[src/rtl/rseq_pkg.sv]
package rseq_pkg;
  // One refresh-clock edge event, already reduced to single-cycle pulses
  typedef struct packed {
    logic fall;
    logic rise;
  } rclk_edge_t;
endpackage

[src/rtl/rseq_tick_gen.sv]
module rseq_tick_gen #(
  parameter int TICK_HALF = 16
) (
  input  logic                 clk,
  input  logic                 rst_n,
  output logic                 lvl,
  output rseq_pkg::rclk_edge_t edge_o
);
  localparam int CW = (TICK_HALF > 1) ? $clog2(TICK_HALF) : 1;

  logic [CW-1:0] cnt;
  logic          wrap;

  assign wrap = (cnt == CW'(TICK_HALF - 1));

  always_ff @(posedge clk or negedge rst_n) begin
    if (!rst_n) begin
      cnt         <= '0;
      lvl         <= 1'b1;
      edge_o.fall <= 1'b0;
      edge_o.rise <= 1'b0;
    end else begin
      edge_o.fall <= wrap & lvl;
      edge_o.rise <= wrap & ~lvl;
      if (wrap) begin
        cnt <= '0;
        lvl <= ~lvl;
      end else begin
        cnt <= cnt + CW'(1);
      end
    end
  end
endmodule

[src/rtl/rseq_ext_edge.sv]
module rseq_ext_edge (
  input  logic                 clk,
  input  logic                 rst_n,
  input  logic                 pin,
  output rseq_pkg::rclk_edge_t edge_o
);
  logic s1, s2, s3;

  always_ff @(posedge clk or negedge rst_n) begin
    if (!rst_n) begin
      s1 <= 1'b0;
      s2 <= 1'b0;
      s3 <= 1'b0;
    end else begin
      s1 <= pin;
      s2 <= s1;
      s3 <= s2;
    end
  end

  assign edge_o.fall = s3 & ~s2;
  assign edge_o.rise = ~s3 & s2;
endmodule

[src/rtl/rseq_code_stepper.sv]
module rseq_code_stepper #(
  parameter int CODE_W = 10,
  parameter int STEP   = 128
) (
  input  logic [CODE_W-1:0] cur,
  input  logic [CODE_W-1:0] tgt,
  output logic [CODE_W-1:0] nxt
);
  localparam int DW = CODE_W + 1;

  logic [DW-1:0] dist_up, dist_dn;

  assign dist_up = {1'b0, tgt} - {1'b0, cur};
  assign dist_dn = {1'b0, cur} - {1'b0, tgt};

  always_comb begin
    if (tgt > cur)
      nxt = (dist_up > DW'(STEP)) ? cur + CODE_W'(STEP) : tgt;
    else if (tgt < cur)
      nxt = (dist_dn > DW'(STEP)) ? cur - CODE_W'(STEP) : tgt;
    else
      nxt = cur;
  end
endmodule

[src/rtl/ref_refresh_seq.sv]
module ref_refresh_seq #(
  parameter int NUM_CH    = 12,
  parameter int CODE_W    = 10,
  parameter int STEP      = 128,
  parameter int TICK_HALF = 16,
  localparam int IDX_W    = (NUM_CH > 1) ? $clog2(NUM_CH) : 1
) (
  input  logic                     clk,
  input  logic                     rst_n,
  input  logic [NUM_CH*CODE_W-1:0] target_codes,
  input  logic                     ext_sel,
  input  logic                     ext_clk_in,
  output logic                     osc_out,
  output logic                     osc_oe,
  output logic [IDX_W-1:0]         ch_idx,
  output logic [CODE_W-1:0]        ch_code,
  output logic                     sample_stb,
  output logic                     hold_stb,
  output logic                     rot_done
);
  localparam int LAST = NUM_CH - 1;

  rseq_pkg::rclk_edge_t int_e, ext_e, sel_e;

  logic              use_ext;
  logic [IDX_W-1:0]  ptr;
  logic [CODE_W-1:0] pres [NUM_CH];
  logic [CODE_W-1:0] cur_tgt, cur_pres, stepped;
  logic              at_last;

  rseq_tick_gen #(.TICK_HALF(TICK_HALF)) tick_i (
    .clk(clk), .rst_n(rst_n), .lvl(osc_out), .edge_o(int_e)
  );

  rseq_ext_edge ext_i (
    .clk(clk), .rst_n(rst_n), .pin(ext_clk_in), .edge_o(ext_e)
  );

  // Select edges rather than levels so a source change never fakes an edge
  assign sel_e    = use_ext ? ext_e : int_e;
  assign cur_tgt  = target_codes[int'(ptr)*CODE_W +: CODE_W];
  assign cur_pres = pres[ptr];
  assign at_last  = (ptr == IDX_W'(LAST));

  rseq_code_stepper #(.CODE_W(CODE_W), .STEP(STEP)) step_i (
    .cur(cur_pres), .tgt(cur_tgt), .nxt(stepped)
  );

  always_ff @(posedge clk or negedge rst_n) begin
    if (!rst_n) begin
      ptr        <= '0;
      use_ext    <= 1'b0;
      osc_oe     <= 1'b0;
      ch_idx     <= '0;
      ch_code    <= '0;
      sample_stb <= 1'b0;
      hold_stb   <= 1'b0;
      rot_done   <= 1'b0;
      for (int k = 0; k < NUM_CH; k++) pres[k] <= '0;
    end else begin
      sample_stb <= 1'b0;
      hold_stb   <= 1'b0;
      rot_done   <= 1'b0;
      if (sel_e.fall) begin
        pres[ptr]  <= stepped;
        ch_code    <= stepped;
        ch_idx     <= ptr;
        sample_stb <= 1'b1;
        if (at_last) begin
          ptr      <= '0;
          rot_done <= 1'b1;
          use_ext  <= ext_sel;
          osc_oe   <= ~ext_sel;
        end else begin
          ptr <= ptr + IDX_W'(1);
        end
      end
      if (sel_e.rise) hold_stb <= 1'b1;
    end
  end
endmodule

[config.mk]
export PLATFORM = sky130hd
export DESIGN_NAME = ref_refresh_seq
export DESIGN_NICKNAME = d
export VERILOG_FILES = /design/src/rtl/rseq_pkg.sv /design/src/rtl/rseq_tick_gen.sv /design/src/rtl/rseq_ext_edge.sv /design/src/rtl/rseq_code_stepper.sv /design/src/rtl/ref_refresh_seq.sv
export SDC_FILE = /design/constraint.sdc
export NUM_CORES = 1
export LEC_CHECK = 0
export ABC_AREA = 0
export BUFFER_PORTS_ARGS = -buffer_cell sky130_fd_sc_hd__buf_2
export CORE_MARGIN = 5
export CORE_UTILIZATION = 33
export CTS_CLUSTER_SIZE = 8
export DETAILED_ROUTE_END_ITERATION = 16
export REMOVE_ABC_BUFFERS = 1
export SETUP_SLACK_MARGIN = 0.15
export SYNTH_ARGS = -nofsm -noshare
export SYNTH_HDL_FRONTEND = slang
export SYNTH_HIERARCHICAL = 1
export SYNTH_SLANG_ARGS = --single-unit
[constraint.sdc]
create_clock -name clk -period 9.62 [get_ports clk]
set_input_delay 0.481 -clock clk [delete_from_list [all_inputs] [get_ports clk]]
set_output_delay 0.481 -clock clk [all_outputs]
set_load 0.03 [all_outputs]
Word-level counts from Yosys, hierarchy flattened
Cells that the tools add are included.
- input port bits: 124
- bits in registers: 153
- output and inout port bits: 19
- order comparisons: 6
- reductions and logical operators: 2
- bitwise operators: 9
- $mul: 1
- shifts and indexed selects: 1
- eq/ne operators: 2
- multiplexer cells: 17
- add/sub/neg operators: 6
- operators by type and width (kind ; count):
    $bwmux W120 ; 1
    $shiftx A120 B9 Y10 ; 1
    $mux W10 ; 7
    $bmux W10 S4 ; 1
    $demux W10 S4 ; 1
    $gt A11 B8 Y1 const B ; 2
    $sub A10 B10 Y11 ; 2
    $add A10 B8 Y10 const B ; 1
    $gt A10 B10 Y1 ; 1
    $lt A10 B10 Y1 ; 1
    $sub A10 B8 Y10 const B ; 1
    $add A4 B1 Y4 const B ; 2
    $eq A4 B4 Y1 const B ; 2
    $mux W4 ; 2
    $mul A4 B3 Y7 const B ; 1
    $ge A5 B5 Y1 const B ; 1
    $lt A5 B1 Y1 const B ; 1
    $not A4 Y5 ; 1
    $and A1 B1 Y1 ; 4
    $mux W1 ; 4
    $not A1 Y1 ; 4
    $mux W2 ; 1
    $reduce_and A2 Y1 ; 1
    $logic_and A1 B1 Y1 ; 1

Logic depth before layout (Yosys ltp)
- depth in word-level cells: 10
- depth in mapped cells: 21
- mapped depth without buffers: 17

Hierarchy
Netlist, hierarchy kept.
- by module, submodules not included (module ; area each (µm²) ; cells an instance ; seq. area each (µm²) ; times used):
    ref_refresh_seq ; 7337.0 ; 506 ; 3578.4 ; 1
    rseq_code_stepper ; 1335.0 ; 180 ; 0.0 ; 1
    rseq_tick_gen ; 265.3 ; 20 ; 176.4 ; 1
    rseq_ext_edge ; 90.1 ; 5 ; 75.1 ; 1

Least setup slack after synthesis
OpenSTA, ideal clock, no wires.
- path type: register -> register
- from: register ptr[1]
- to: register pres[100] in the netlist's numbering
- path buffers: 3
- data required time: 9.555 ns
- cell stages (with the launch flop): 20
- arrival: 4.368 ns
- library setup time: 0.065 ns
- setup slack: 5.187 ns
- path through: dfrtp_1 -> clkbuf_1 -> clkbuf_1 -> mux4_2 -> a22oi_1 -> nand2_1 -> inv_1 -> ha_1 -> inv_1 -> fa_1 -> a21o_1 -> o21ai_0 -> mux2i_1 -> mux2_2 -> a311oi_1 -> nor3_2 -> a22oi_4 -> mux2i_1 -> clkbuf_1 -> mux2_2
- elaborated cells on any way between the ends: 24
- RTL lines (element ; RTL line ; text):
    start: declaration ; ref_refresh_seq.sv:26 ; logic [IDX_W-1:0] ptr;
    start signal: assignment ; ref_refresh_seq.sv:75 ; ptr <= ptr + IDX_W'(1);
    $mul A4 B3 Y7 * ; ref_refresh_seq.sv:41 ; assign cur_tgt = target_codes[int'(ptr)*CODE_W +: CODE_W];
    $shiftx A120 B9 Y10 * ; ref_refresh_seq.sv:41 ;
    via cur_tgt[0] ; ref_refresh_seq.sv:28 ; logic [CODE_W-1:0] cur_tgt, cur_pres, stepped;
    $sub A10 B10 Y11 ; rseq_code_stepper.sv:14 ; assign dist_dn = {1'b0, cur} - {1'b0, tgt};
    $gt A11 B8 Y1 ; rseq_code_stepper.sv:20 ; nxt = (dist_dn > DW'(STEP)) ? cur - CODE_W'(STEP) : tgt;
    $mux W10 ; rseq_code_stepper.sv:20 ;
    $mux W10 ; rseq_code_stepper.sv:19 ; else if (tgt < cur)
    $mux W10 * ; rseq_code_stepper.sv:17 ; if (tgt > cur)
    via stepped[0] ; ref_refresh_seq.sv:28 ;
    $bwmux W120 * ; ref_refresh_seq.sv:65 ; pres[ptr] <= stepped;
    end signal: indexed assignment ; ref_refresh_seq.sv:65 ;
    end: declaration ; ref_refresh_seq.sv:27 ; logic [CODE_W-1:0] pres [NUM_CH];
Mark *: on every way through the listed nets, which the timed path passes. The rest lies on a longest branch. The select of a mux whose other input is x is not followed.
A chain may end at the register's enable or synchronous reset.

Worst setup path in the final report
- from: register ptr[0]
- to: register pres[40] in the netlist's numbering
The elaborated chain is that of the path after synthesis.

==> impl_metrics.yaml <==
critical_path:
  crit_family: "multiplexers"
  critPathMaxStageDelay_ps: 1030
  path_cells: "buf_4 -> mux4_2 -> a22oi_1 -> nand2_1 -> inv_1 -> ha_1 -> inv_1 -> fa_1 -> a21o_1 -> a221oi_2 -> xnor2_1 -> a311oi_1 -> nor3_2 -> a22oi_4 -> mux2i_1 -> mux2_2"
  regToRegEndpoint: "pres[40]"
  worstSetupStartpointType: "register"
  crit_buf_inv: 3
  critical_path_arrival_ps: 6570
  r2r_slack_ps: 3400
  slowest_stage: "mux2i_1"
  path_class: "register to register"
  path_depth: 16
  reg2reg_from: "ptr[0]"
  required_ps: 9970
  critPathMostFrequentCell: "inv_1"
  critPathLaunch: "ptr[0]"
  r2r_cells: 16
  crit_end: "pres[40]"
  critPathMaxFanout: 36
  end_kind: "register"
power_and_ir_drop:
  clockPowerShare_pct: 48.3
  leakagePower_uw: 0.004656
  p_switching_uw: 329.3
  comb_power_share_pct: 7.2
  p_per_area_nw_per_um2: 137.7
  swShare_pct: 22.54
  ir_worst_vdd_v: 0.0001150
  intPower_uw: 1131
  p_seq_share_pct: 44.5
timing:
  final-max-slew-violation-count: 0
  fin_crit_ps: 6217
  slew_headroom_pct: 17.34
  tightest_slew_ps: 1205
  skew_ps: 6.501
  finalCritPeriodShare_pct: 64.63
  tns_ps: 0
  whs_ps: 143.1
  setup-violations-final: 0
  fmax_mhz: 160.8
  rsz0062_at_grt: "no"
  hold_viol: 0
  worst_slack_ps: 3403
synthesis:
  ys_warn_count: 6
  synth-edff-count: 0
  synth.avg_cell_area_um2: 12.70
  seq_area_frac_synth_pct: 42.43
  yosysTopAreaCell: "dfrtp_1"
  syn_area_um2: 9027
  synth_area_leaders: "dfrtp_1 (42%), mux2_2 (15%), mux4_2 (15%)"
  async_reset_ff_share_pct: 100.0
  yosysMostFrequentCell: "dfrtp_1"
  synth_common_cells: "dfrtp_1 (152), mux2_2 (123), nand2_1 (88)"
  synth.top_cell.area_share_pct: 42.13
  synth_cells: 711
  synth-main-ff-cell: "dfrtp_1"
  synth_cell_types: 65
  ys_ff_latch: 153
clock_network:
  ctsRootBufferMaster: "clkbuf_16"
  cts_made_buffers: 17
  cts_tree: "done"
  clock_tree.buffer_depth: 2
  cts_hold_buf: 0
  cts_resized: 0
  post_cts_buffers: 0
  path_clk_slew_ps: 60
  cts.sinks: 153
  htree_levels: 4
  clkLatencyLatePin_ps: 420
run:
  drv_cap: 0
drt:
  drt_iter0_drc: 363
  finalWirelength_um: 21850
  routedWlPerCell_um: 18.52
  vias: 6263
  drc: 0
  ant_nets: 0
  firstDrtPassIters: 4
  via_per_inst: 5.308
finish:
  num_antenna_cells: 0
  finalInstanceArea_um2: 10610
  areaGrowthSynthToFinish_pct: 17.52
  fin_util_pct: 39.36
  final_layout_size_suffix_gt1_share_pct: 47.08
  nets: 978
die:
  boundaryPins: 143
  core_um2: 26950
  fp.dieW_um: 175.4
  start_util_pct: 33.50
  dieHeight_um: 175.4
  rows: 60
  die_area_um2: 30760
worst_hold_path:
  hp-class: "primary input to async pin"
place:
  dp.final_hpwl_um: 15300
  numPortBuffers: 142
  gp_routability_congestion: 0.7932
  pre_cts_ws_ps: 3277
  placed_cell_area_um2: 9976
global_route:
  grt_usage_pct: 14.59
  grt_pass1_vias: 6559
  grt_max_degree: 97
  antenna_found_initial: 0
  grt_pass1_wl_um: 35900
  globalRouteOverflowTotal: 0
status:
  outcome: "finished clean"
-- how the worst min path moves through the flow --
| stage | startpoint | endpoint | slack (ps) | cells past startpoint |
|---|---|---|---|---|
| final | rst_n | pres[8] | 140 | 1 |
| after detailed placement | ext_i/s1 | ext_i/s2 | 330 | 0 |
| after global placement | ext_i/s1 | ext_i/s2 | 330 | 0 |
| after global routing | ext_clk_in | ext_i/s1 | 150 | 1 |
| after floorplan | rst_n | ch_code[0] | 190 | 0 |
| after CTS | ext_clk_in | ext_i/s1 | 140 | 1 |
-- cell usage in the layout, fill, tap and decap left out, types with 5 or more instances in the layout --
cell,synthesis,routed
nor2b_1,9,7
nand2_1,88,88
nor2_1,12,11
mux2i_1,15,15
o21ai_0,7,7
buf_4,9,8
mux2_2,123,123
buf_2,12,141
dfrtp_1,152,150
xnor2_1,6,6
mux4_2,60,60
ha_1,27,27
clkbuf_16,0,17
inv_1,30,30
and3_1,5,5
nand3_1,7,7
a21o_1,8,8
nor3_1,10,9
a22oi_1,20,20
a21oi_1,7,7
-- metrics by stage --
step	instances	power (µW)
6_report	1180	1461
3_5_place_dp	1148	769.2
3_3_place_gp	1148	767.9
2_1_floorplan	657	716.5
5_1_grt	1180	1515
4_1_cts	1180	1477
-- sequential cells by signal (all words and copies together), names as in the netlist, 2 cells and up --
signal         count
pres             120
ch_code           10
ch_idx             4
ptr                4
tick_i/cnt         4
tick_i/edge_o      2
-- layer usage --
| metal | GRT usage [%] | wire length, µm | up-vias |
|---|---|---|---|
| met2 | 23.57 | 10100 | 174 |
| met5 | 0 | 0 | - |
| met3 | 3.272 | 1361 | 28 |
| li1 | - | - | 2850 |
| met4 | 4.190 | 335 | 0 |
| met1 | 19.81 | 10060 | 3211 |
-- power groups by stage --
stage	combinational (µW)	sequential (µW)	clock, µW
3_5_place_dp	107	662	0
2_1_floorplan	50.5	666	0
3_3_place_gp	106	662	0
6_report	105	650	705
4_1_cts	107	650	719
5_1_grt	118	651	747
-- area by class of cell --
type,count,area [µm²]
fill,2589,16340
inverter,32,120.1
sequential,153,3835
multi-input combinational,472,4822
timing repair buffer,150,777.0
tap,341,426.7
clock inverter,14,198.9
clock buffer,18,429.2
-- logic make-up after synthesis --
family / Yosys count / share of synthesized area (%)
buffers and inverters: 86 / 4.532
and+or+nand+nor: 160 / 9.494
muxes: 200 / 32.25
adders and majority gates: 28 / 3.964
AOI/OAI and AO/OA: 75 / 6.459
DFF: 153 / 42.43
xor gates and xnor gates: 9 / 0.8732
-- worst register-to-register path: cells and delay by family (launching register included) --
family | cells | cell delay (ps)
and+or+nand+nor | 2 | 270
DFF | 1 | 820
adders and majority gates | 2 | 570
xor gates and xnor gates | 1 | 110
buffers and inverters | 3 | 820
AOI/OAI and AO/OA | 5 | 1640
muxes | 3 | 1940
No activity file was read; power rests on OpenSTA's default activity.
